$ cat config.mk
export PLATFORM = sky130hd
export DESIGN_NAME = tear_counter_bank
export DESIGN_NICKNAME = d
export VERILOG_FILES = /design/src/rtl/tcb_pkg.sv /design/src/rtl/tcb_rst_sync.sv /design/src/rtl/tcb_resolve.sv /design/src/rtl/tcb_wr_seq.sv /design/src/rtl/tear_counter_bank.sv
export SDC_FILE = /design/constraint.sdc
export NUM_CORES = 1
export LEC_CHECK = 0
export BUFFER_PORTS_ARGS = -buffer_cell sky130_fd_sc_hd__buf_2
export CAP_MARGIN = 40
export CORE_UTILIZATION = 49
export DETAILED_ROUTE_END_ITERATION = 6
export PLACE_DENSITY_LB_ADDON = 0.08
export SYNTH_ARGS = -nofsm -noshare
export SYNTH_HDL_FRONTEND = slang
export SYNTH_SLANG_ARGS = --single-unit
$ cat constraint.sdc
create_clock -name clk -period 8.4 [get_ports clk]
set_input_delay 1.26 -clock clk [delete_from_list [all_inputs] [get_ports clk]]
set_output_delay 1.26 -clock clk [all_outputs]
set_load 0.01 [all_outputs]
$ cat src/rtl/tcb_pkg.sv
package tcb_pkg;
  typedef enum logic [1:0] {
    OP_READ = 2'd0,
    OP_INCR = 2'd1,
    OP_TEAR = 2'd2,
    OP_RSVD = 2'd3
  } op_e;

  typedef enum logic [1:0] {
    PH_IDLE  = 2'd0,
    PH_ERASE = 2'd1,
    PH_VALUE = 2'd2,
    PH_FLAG  = 2'd3
  } phase_e;

  localparam logic [7:0] MARK_GOOD  = 8'hBD;
  localparam logic [7:0] MARK_BLANK = 8'h00;
endpackage

$ cat src/rtl/tcb_rst_sync.sv
module tcb_rst_sync (
  input  logic clk,
  input  logic rst_n,
  output logic rst_sync_n
);
  logic [1:0] sync_q;

  always_ff @(posedge clk or negedge rst_n) begin
    if (!rst_n) sync_q <= 2'b00;
    else        sync_q <= {sync_q[0], 1'b1};
  end

  assign rst_sync_n = sync_q[1];
endmodule

$ cat src/rtl/tcb_resolve.sv
module tcb_resolve #(
  parameter int CW = 24
) (
  input  logic [CW-1:0] val0,
  input  logic [7:0]    mark0,
  input  logic [CW-1:0] val1,
  input  logic [7:0]    mark1,
  output logic          any_ok,
  output logic          sel,
  output logic [CW-1:0] value
);
  import tcb_pkg::*;

  logic ok0, ok1;

  always_comb begin
    ok0    = (mark0 == MARK_GOOD);
    ok1    = (mark1 == MARK_GOOD);
    any_ok = ok0 | ok1;
    // both good: larger wins, slot 1 on a tie
    if (ok0 && ok1) sel = (val0 > val1) ? 1'b0 : 1'b1;
    else            sel = ok0 ? 1'b0 : 1'b1;
    value = any_ok ? (sel ? val1 : val0) : '0;
  end
endmodule

$ cat src/rtl/tcb_wr_seq.sv
module tcb_wr_seq #(
  parameter int PHASE_CYC = 4
) (
  input  logic clk,
  input  logic rst_n,
  input  logic start,
  input  logic abort,
  output logic busy,
  output logic erase_done,
  output logic value_done,
  output logic mark_done
);
  import tcb_pkg::*;

  localparam int TW = (PHASE_CYC > 1) ? $clog2(PHASE_CYC) : 1;

  phase_e        ph_q, ph_d;
  logic [TW-1:0] tick_q, tick_d;
  logic          last;

  always_comb begin
    last   = (tick_q == TW'(PHASE_CYC - 1));
    ph_d   = ph_q;
    tick_d = tick_q;
    if (ph_q == PH_IDLE) begin
      if (start) begin
        ph_d   = PH_ERASE;
        tick_d = '0;
      end
    end else if (abort) begin
      ph_d   = PH_IDLE;
      tick_d = '0;
    end else if (last) begin
      tick_d = '0;
      case (ph_q)
        PH_ERASE: ph_d = PH_VALUE;
        PH_VALUE: ph_d = PH_FLAG;
        default:  ph_d = PH_IDLE;
      endcase
    end else begin
      tick_d = tick_q + 1'b1;
    end
  end

  always_ff @(posedge clk or negedge rst_n) begin
    if (!rst_n) begin
      ph_q   <= PH_IDLE;
      tick_q <= '0;
    end else begin
      ph_q   <= ph_d;
      tick_q <= tick_d;
    end
  end

  assign busy       = (ph_q != PH_IDLE);
  assign erase_done = (ph_q == PH_ERASE) && last && !abort;
  assign value_done = (ph_q == PH_VALUE) && last && !abort;
  assign mark_done  = (ph_q == PH_FLAG)  && last && !abort;
endmodule

$ cat src/rtl/tear_counter_bank.sv
module tear_counter_bank #(
  parameter int NCNT      = 3,
  parameter int CW        = 24,
  parameter int PHASE_CYC = 4
) (
  input  logic          clk,
  input  logic          rst_n,
  input  logic          cmd_valid,
  input  logic [1:0]    cmd_op,
  input  logic [1:0]    cmd_idx,
  input  logic [CW-1:0] cmd_arg,
  input  logic          abort,
  output logic          busy,
  output logic          rsp_valid,
  output logic          rsp_err,
  output logic [CW-1:0] rsp_data
);
  import tcb_pkg::*;

  logic rst_sync_n;
  logic erase_done, value_done, mark_done, start;

  logic [CW-1:0] slot_val  [NCNT][2];
  logic [7:0]    slot_mark [NCNT][2];
  logic [NCNT-1:0] last_wr;
  logic [NCNT-1:0] any_ok, cur_sel;
  logic [CW-1:0] cur_val [NCNT];

  logic [1:0]    tgt_idx_q;
  logic          tgt_slot_q;
  logic [CW-1:0] new_val_q;

  logic          accept, idx_ok, ovf, sel_bit;
  logic [CW-1:0] sel_val;
  logic [7:0]    tear_mark;
  logic [CW:0]   sum;
  logic          rsp_valid_d, rsp_err_d;
  logic [CW-1:0] rsp_data_d;

  tcb_rst_sync u_rst (.clk(clk), .rst_n(rst_n), .rst_sync_n(rst_sync_n));

  tcb_wr_seq #(.PHASE_CYC(PHASE_CYC)) u_seq (
    .clk(clk), .rst_n(rst_sync_n), .start(start), .abort(abort),
    .busy(busy), .erase_done(erase_done), .value_done(value_done),
    .mark_done(mark_done)
  );

  for (genvar g = 0; g < NCNT; g++) begin : g_res
    tcb_resolve #(.CW(CW)) u_res (
      .val0(slot_val[g][0]), .mark0(slot_mark[g][0]),
      .val1(slot_val[g][1]), .mark1(slot_mark[g][1]),
      .any_ok(any_ok[g]), .sel(cur_sel[g]), .value(cur_val[g])
    );
  end

  // command decode against the addressed counter
  always_comb begin
    accept    = cmd_valid && !busy;
    idx_ok    = (int'(cmd_idx) < NCNT);
    sel_val   = '0;
    sel_bit   = 1'b0;
    tear_mark = MARK_GOOD;
    for (int i = 0; i < NCNT; i++) begin
      if (int'(cmd_idx) == i) begin
        sel_val   = cur_val[i];
        sel_bit   = cur_sel[i];
        tear_mark = slot_mark[i][last_wr[i]];
      end
    end
    sum   = {1'b0, sel_val} + {1'b0, cmd_arg};
    ovf   = sum[CW];
    start = accept && idx_ok && (cmd_op == OP_INCR) && !ovf;
  end

  // update target latched at acceptance
  always_ff @(posedge clk or negedge rst_n) begin
    if (!rst_n) begin
      tgt_idx_q  <= '0;
      tgt_slot_q <= 1'b0;
      new_val_q  <= '0;
    end else if (!rst_sync_n) begin
      tgt_idx_q  <= '0;
      tgt_slot_q <= 1'b0;
      new_val_q  <= '0;
    end else if (start) begin
      tgt_idx_q  <= cmd_idx;
      tgt_slot_q <= ~sel_bit;
      new_val_q  <= sum[CW-1:0];
    end
  end

  // nonvolatile slot model
  always_ff @(posedge clk or negedge rst_sync_n) begin
    if (!rst_sync_n) begin
      for (int i = 0; i < NCNT; i++) begin
        for (int s = 0; s < 2; s++) begin
          slot_val[i][s]  <= '0;
          slot_mark[i][s] <= MARK_GOOD;
        end
      end
      last_wr <= '1;
    end else begin
      if (start) begin
        slot_mark[cmd_idx][~sel_bit] <= MARK_BLANK;
        last_wr[cmd_idx]             <= ~sel_bit;
      end
      if (erase_done) slot_val[tgt_idx_q][tgt_slot_q]  <= '0;
      if (value_done) slot_val[tgt_idx_q][tgt_slot_q]  <= new_val_q;
      if (mark_done)  slot_mark[tgt_idx_q][tgt_slot_q] <= MARK_GOOD;
    end
  end

  // response next state
  always_comb begin
    rsp_valid_d = 1'b0;
    rsp_err_d   = 1'b0;
    rsp_data_d  = '0;
    if (mark_done) begin
      rsp_valid_d = 1'b1;
      rsp_data_d  = new_val_q;
    end else if (accept) begin
      if (!idx_ok || cmd_op == OP_RSVD || (cmd_op == OP_INCR && ovf)) begin
        rsp_valid_d = 1'b1;
        rsp_err_d   = 1'b1;
      end else if (cmd_op == OP_READ) begin
        rsp_valid_d = 1'b1;
        rsp_data_d  = sel_val;
      end else if (cmd_op == OP_TEAR) begin
        rsp_valid_d = 1'b1;
        rsp_data_d  = {{(CW-8){1'b0}}, tear_mark};
      end
    end
  end

  always_ff @(posedge clk or negedge rst_sync_n) begin
    if (!rst_sync_n) begin
      rsp_valid <= 1'b0;
      rsp_err   <= 1'b0;
      rsp_data  <= '0;
    end else begin
      rsp_valid <= rsp_valid_d;
      rsp_err   <= rsp_err_d;
      rsp_data  <= rsp_data_d;
    end
  end
endmodule

# [Yosys cells after proc, flatten, opt, wreduce, memory -nomap -nowiden]
# Cells that the tools add are included.
[classes] n_bitwise=18 muxes=81 reduce_logical=31 addsub=2 eq_ne=17 order_cmp=17
[op_table] cell="two-way mux 24 bit" n=16
[op_table] cell="two-way mux 144 bit" n=2
[op_table] cell="bitwise AND 144 bit" n=1
[op_table] cell="bitwise mux 144 bit" n=1
[op_table] cell="two-way mux 48 bit" n=3
[op_table] cell="inverter 144 bit" n=1
[op_table] cell="two-way mux 8 bit" n=15
[op_table] cell="demux 48 bit (select 2 bit)" n=1
[op_table] cell="> comparator 24 bit" n=3
[op_table] cell="demux 16 bit (select 2 bit)" n=2
[op_table] cell="bitwise AND 48 bit" n=1
[op_table] cell="equality test 8 bit, second input constant" n=6
[op_table] cell="inverter 48 bit" n=1
[op_table] cell="OR 36 bit" n=1
[op_table] cell="two-way mux 16 bit" n=2
[op_table] cell="adder 24 x 24 -> 25 bit" n=1
[op_table] cell="demux 24 bit (select 1 bit)" n=1
[op_table] cell="two-way mux 1 bit" n=23
[op_table] cell="two-way mux 2 bit" n=10
[op_table] cell="logical AND 1 bit" n=19
[op_table] cell="demux 8 bit (select 1 bit)" n=2
[op_table] cell="equality test 2 bit, second input constant" n=7
[op_table] cell="bitwise AND 12 bit" n=1
[op_table] cell="inverter 12 bit" n=1
[op_table] cell="23 further kinds" n=45
[word_totals] wordCells=188 regBits=254 in_bits=32

# [Logic depth before layout (Yosys ltp)]
[logic_depth] ltp_word=19 mapped_depth=23 mapped_depth_nobuf=19

# [Hierarchy]
# A second synthesis with hierarchy kept.
[unflattened] cells_unflattened=1634 area_unflattened_um2=16019.1
[by_module_without_submodules] mod="tear_counter_bank" area_each_um2=11305.8 n_inst=1 cells_each=985 seq_area_each_um2=6254.7
[by_module_without_submodules] mod="tcb_resolve" area_each_um2=1451.4 n_inst=3 cells_each=206 seq_area_each_um2=0.0
[by_module_without_submodules] mod="tcb_wr_seq" area_each_um2=305.3 n_inst=1 cells_each=28 seq_area_each_um2=100.1
[by_module_without_submodules] mod="tcb_rst_sync" area_each_um2=53.8 n_inst=1 cells_each=3 seq_area_each_um2=50.0

# [Worst setup path before layout]
# Ideal clock, no wire load.
[synth_timing] path_kind="register -> register" startpoint="reg u_rst.sync_q[1]" endpoint="reg new_val_q[23]" stages_incl_launch_ff=6 slack_ps=2062 synth_period_minus_slack_ps=6338 required_ps=8333 setup_time_ps=67 arrival_ps=6270 path_buffers=1 path_cell_list="dfrtp_1 > clkbuf_1 > clkinv_1 > nor4b_1 > and3_1 > a311o_1"
[synth_via] elab_chain_cells=1
[synth_lines] element="from (decl)" line="tcb_rst_sync.sv:6" source="logic [1:0] sync_q;"
[synth_lines] element="from (signal assigned)" line="tcb_rst_sync.sv:10" source="else sync_q <= {sync_q[0], 1'b1};"
[synth_lines] element="inequality test 2 bit (no line) or two-way mux 24 bit (tied branches)"
[synth_lines] element="to (signal assigned)" line="tear_counter_bank.sv:88" source="new_val_q <= sum[CW-1:0];"
[synth_lines] element="to (decl)" line="tear_counter_bank.sv:31" source="logic [CW-1:0] new_val_q;"
# Several ways; a longest one is shown, not always the timed one.
# A chain may end at the register's enable or synchronous reset.

# [Worst setup path in the final report]
[layout_timing] startpoint="reg slot_mark[4] (netlist name)" endpoint="reg new_val_q[8]"
[layout_via] elab_chain_cells=10
[layout_lines] element="from (decl)" line="tear_counter_bank.sv:24" source="logic [7:0] slot_mark [NCNT][2];"
[layout_lines] element="from (signal, indexed assignment)" line="tear_counter_bank.sv:98" source="slot_mark[i][s] <= MARK_GOOD;"
[layout_lines] element="from (signal, indexed assignment)" line="tear_counter_bank.sv:104" source="slot_mark[cmd_idx][~sel_bit] <= MARK_BLANK;"
[layout_lines] element="from (signal, indexed assignment)" line="tear_counter_bank.sv:109" source="if (mark_done) slot_mark[tgt_idx_q][tgt_slot_q] <= MARK_GOOD;"
[layout_lines] element="equality test 8 bit *" line="tcb_resolve.sv:18" source="ok1 = (mark1 == MARK_GOOD);"
[layout_lines] element="logical AND 1 bit" line="tcb_resolve.sv:21" source="if (ok0 && ok1) sel = (val0 > val1) ? 1'b0 : 1'b1;"
[layout_lines] element="two-way mux 1 bit" line="tcb_resolve.sv:21"
[layout_lines] element="two-way mux 24 bit" line="tcb_resolve.sv:23" source="value = any_ok ? (sel ? val1 : val0) : '0;"
[layout_lines] element="two-way mux 24 bit *" line="tcb_resolve.sv:23"
[layout_lines] element="two-way mux 24 bit *" line="tear_counter_bank.sv:64" source="if (int'(cmd_idx) == i) begin"
[layout_lines] element="adder 24 x 24 -> 25 bit *" line="tear_counter_bank.sv:70" source="sum = {1'b0, sel_val} + {1'b0, cmd_arg};"
[layout_lines] element="zero test 1 bit" line="tear_counter_bank.sv:72" source="start = accept && idx_ok && (cmd_op == OP_INCR) && !ovf;"
[layout_lines] element="logical AND 1 bit" line="tear_counter_bank.sv:72"
[layout_lines] element="inequality test 2 bit (no line)"
# Mark *: on every way between the ends. The rest lies on a longest branch, timed or not. The select of a mux whose other input is x is not followed.

==> impl_metrics.yaml <==
cells_and_area:
  nets: 1662
  area_growth_pct: 12.0
  drive_above_1_share: 0.145
  fill_cells: 2636
  n_antenna_cell: 0
  final-instance-count-excl-fill: 1939
  multi_input_area_um2: 7760
  regArea_um2: 6410
critical_path:
  ff2ff_setup_slack_ns: 1.98
  cp_max_fo: 16
  worstSetupPathType: "reg -> reg"
  crit_path_start_kind: "register"
  cpMostUsedCell: "buf_4"
  worst_ep_arrival_time_ns: 6.88
  max_stage_delay_ns: 0.70
  cp-end-kind: "register"
  critPathSlowestCell: "and3_1"
  path_cells: "nand4b_1 -> or4b_4 -> a211oi_2 -> o211ai_1 -> o21ai_4 -> buf_4 -> mux2i_1 -> o22a_1 -> o21ai_0 -> ha_1 -> a21oi_1 -> o21ai_1 -> o21bai_1 -> a221o_1 -> o211ai_2 -> and3_1 -> buf_4 -> nor2_1 -> a211oi_1"
  cp.required_ns: 8.86
floorplan:
  die_area_um2: 31200
  pin_count: 59
  fp.dieH_um: 177
  start_util: 0.501
  core_area_um2: 29800
  core.rowCount: 63
  fp.dieW_um: 177
grt:
  grt_pass1_vias: 11800
  grt_usage: 0.294
  grt_max_degree: 69
  grt_antenna_before_repair: 0
  overflow: 0
  grt_pass1_wl_um: 70200
clock_tree:
  post_cts_buffers: 0
  cts.sinks: 254
  cts-hold-fix-buffers: 0
  clockBufferDepth: 3
  htreeDepth: 1
  clock_latency_ns: 0.57
  clkTransAtPathRegs_ns: 0.06
  cts_tree: "done"
  cts_resized: 0
  cts_made_buffers: 30
  cts-root-buf: "clkbuf_16"
sta:
  clock_skew_ns: 0.0196
  relSlewSlack: 0.448
  rsz0062_at_grt: "no"
  setup_violations: 0
  worst_pin_slew_ns: 0.821
  finalWorstSetupSlack_ns: 1.98
  hold_viol: 0
  fin_tns_setup_ns: 0
  fmax_ghz: 0.156
  fin_crit_ns: 6.42
  fin_crit_sh: 0.765
  slew_viol_final: 0
route:
  drt_pre_antenna_iters: 5
  drtAntennaViolNets: 0
  drt_iter0_drc: 1023
  wire_per_inst_um: 23.3
  remaining_drc_errors: 0
  dr_total_vias: 12300
  wl_um: 45200
  viasPerCell: 6.35
power_and_ir_drop:
  p_leak_nw: 7.98
  p_per_area_nw_per_um2: 172
  fin_total_pwr_w: 0.00288
  ir_worst_vdd_v: 0.000141
outcome:
  outcome: "finished, final reports clean"
placement:
  dp_cells: 1885
  pre_cts_ws_ns: 2.02
  io_buffers: 58
  hpwl_um: 33000
  gp_congestion: 0.892
yosys:
  synth_seq_area_share: 0.429
  ys_ff_latch: 254
  yosysTopAreaCell: "dfrtp_1"
  netlist_area_um2: 14900
  synth_top_area_share: 0.361
  ys_types: 90
  synth.avg_cell_area_um2: 9.94
  synth_edf_count: 0
  synth_nets: 1637
  synthCells: 1502
  ys_top_cells_by_area: "dfrtp_1, a22o_1, ha_1"
  yosys-top-cells-count: "dfrtp_1, a22o_1, nand2_1"
  yosysMostFrequentCell: "dfrtp_1"
  async_flop_share: 1.00
  yosys_warnings: 0
  ys.flop_type: "dfrtp_1"
hold_path:
  hold_class: "reg -> async"
job:
  max_cap_violations: 0
-- cells in the final DEF, fill, tap and decap left out, types with 20 or more instances in the layout --
master	count
dfrtp_1	214
a22o_1	146
nand2_1	119
ha_1	102
inv_1	91
a21oi_1	90
nor2_1	84
mux2i_1	67
o21ai_0	63
buf_2	58
dfstp_2	39
nand3_1	32
clkbuf_16	32
o21a_1	30
buf_4	26
a21o_1	20
-- cell type report --
cell class | count | share of cell area
inverter | 92 | 0.0207
tap | 390 | 0.0292
timing repair buffer | 93 | 0.0404
multi-input combinational | 1056 | 0.464
clock buffer | 44 | 0.0560
sequential | 254 | 0.383
clock inverter | 10 | 0.00614
-- power breakdown --
part,leakage [nW],switching [W],internal (W),total (W)
Clock,0.518,0.000528,0.000826,0.00135
Combinational,4.06,0.000137,0.0000858,0.000223
Sequential,3.39,0.0000509,0.00125,0.00130
-- sequential cells by signal, summed over array words and instances, names as in the netlist, 2 cells and up --
signal and cells:
u_rst.sync_q 2, last_wr 3, rsp_data 24, u_seq.ph_q 2, new_val_q 24, u_seq.tick_q 2, slot_mark 48, slot_val 144
tgt_idx_q 2
-- critical path, delay by kind of cell (launching register included) --
family	cells	cell delay, ns
muxes	1	0.33
adders and majority gates	1	0.39
buffers and inverters	2	0.73
AOI/OAI and AO/OA	11	2.85
and+or+nand+nor	4	1.45
DFF	1	0.55
-- metrics by stage --
stage	utilization	hold WS, ns	instance area (um2)
2_1_floorplan	-	0.331	14900
3_3_place_gp	0.519	0.241	15500
3_5_place_dp	0.526	0.242	15700
4_1_cts	0.561	0.246	16700
5_1_grt	0.561	0.268	16700
6_report	0.561	0.232	16700
-- worst paths after layout --
| path | from | end | depth (start not counted) |
|---|---|---|---|
| max in group asynchronous | u_rst.sync_q[1]$_DFF_PN0_ | slot_val[104]$_DFF_PN0_ | 4 |
| min reg2reg | u_rst.sync_q[1]$_DFF_PN0_ | rsp_valid$_DFF_PN0_ | 0 |
| max | slot_mark[4]$_DFF_PN1_ | new_val_q[8]$_DFFE_PN0P_ | 19 |
| max reg2reg | slot_mark[4]$_DFF_PN1_ | new_val_q[8]$_DFFE_PN0P_ | 19 |
| min in group clk | u_rst.sync_q[0]$_DFF_PN0_ | u_rst.sync_q[1]$_DFF_PN0_ | 0 |
| min | u_rst.sync_q[1]$_DFF_PN0_ | rsp_valid$_DFF_PN0_ | 0 |
-- kinds of logic after synthesis --
group | count (synthesis) | share of synthesized area
AO/OA/AOI/OAI | 488 | 0.243
AND/OR/NAND/NOR | 373 | 0.129
flip-flops | 254 | 0.429
buffers and inverters | 192 | 0.0516
adder cells (fa/ha/maj) | 103 | 0.0869
multiplexers | 78 | 0.0532
XOR/XNOR | 13 | 0.00763
other | 1 | 0.000251
-- metal layers --
| layer | track usage | vias to the layer above | share of wire |
|---|---|---|---|
| met2 | 0.427 | 453 | 0.42 |
| li1 | - | 5617 | - |
| met4 | 0.0736 | 0 | 0.024 |
| met5 | 0 | - | 0 |
| met3 | 0.0435 | 70 | 0.072 |
| met1 | 0.454 | 6177 | 0.48 |
(Power assumes the default switching activity.)
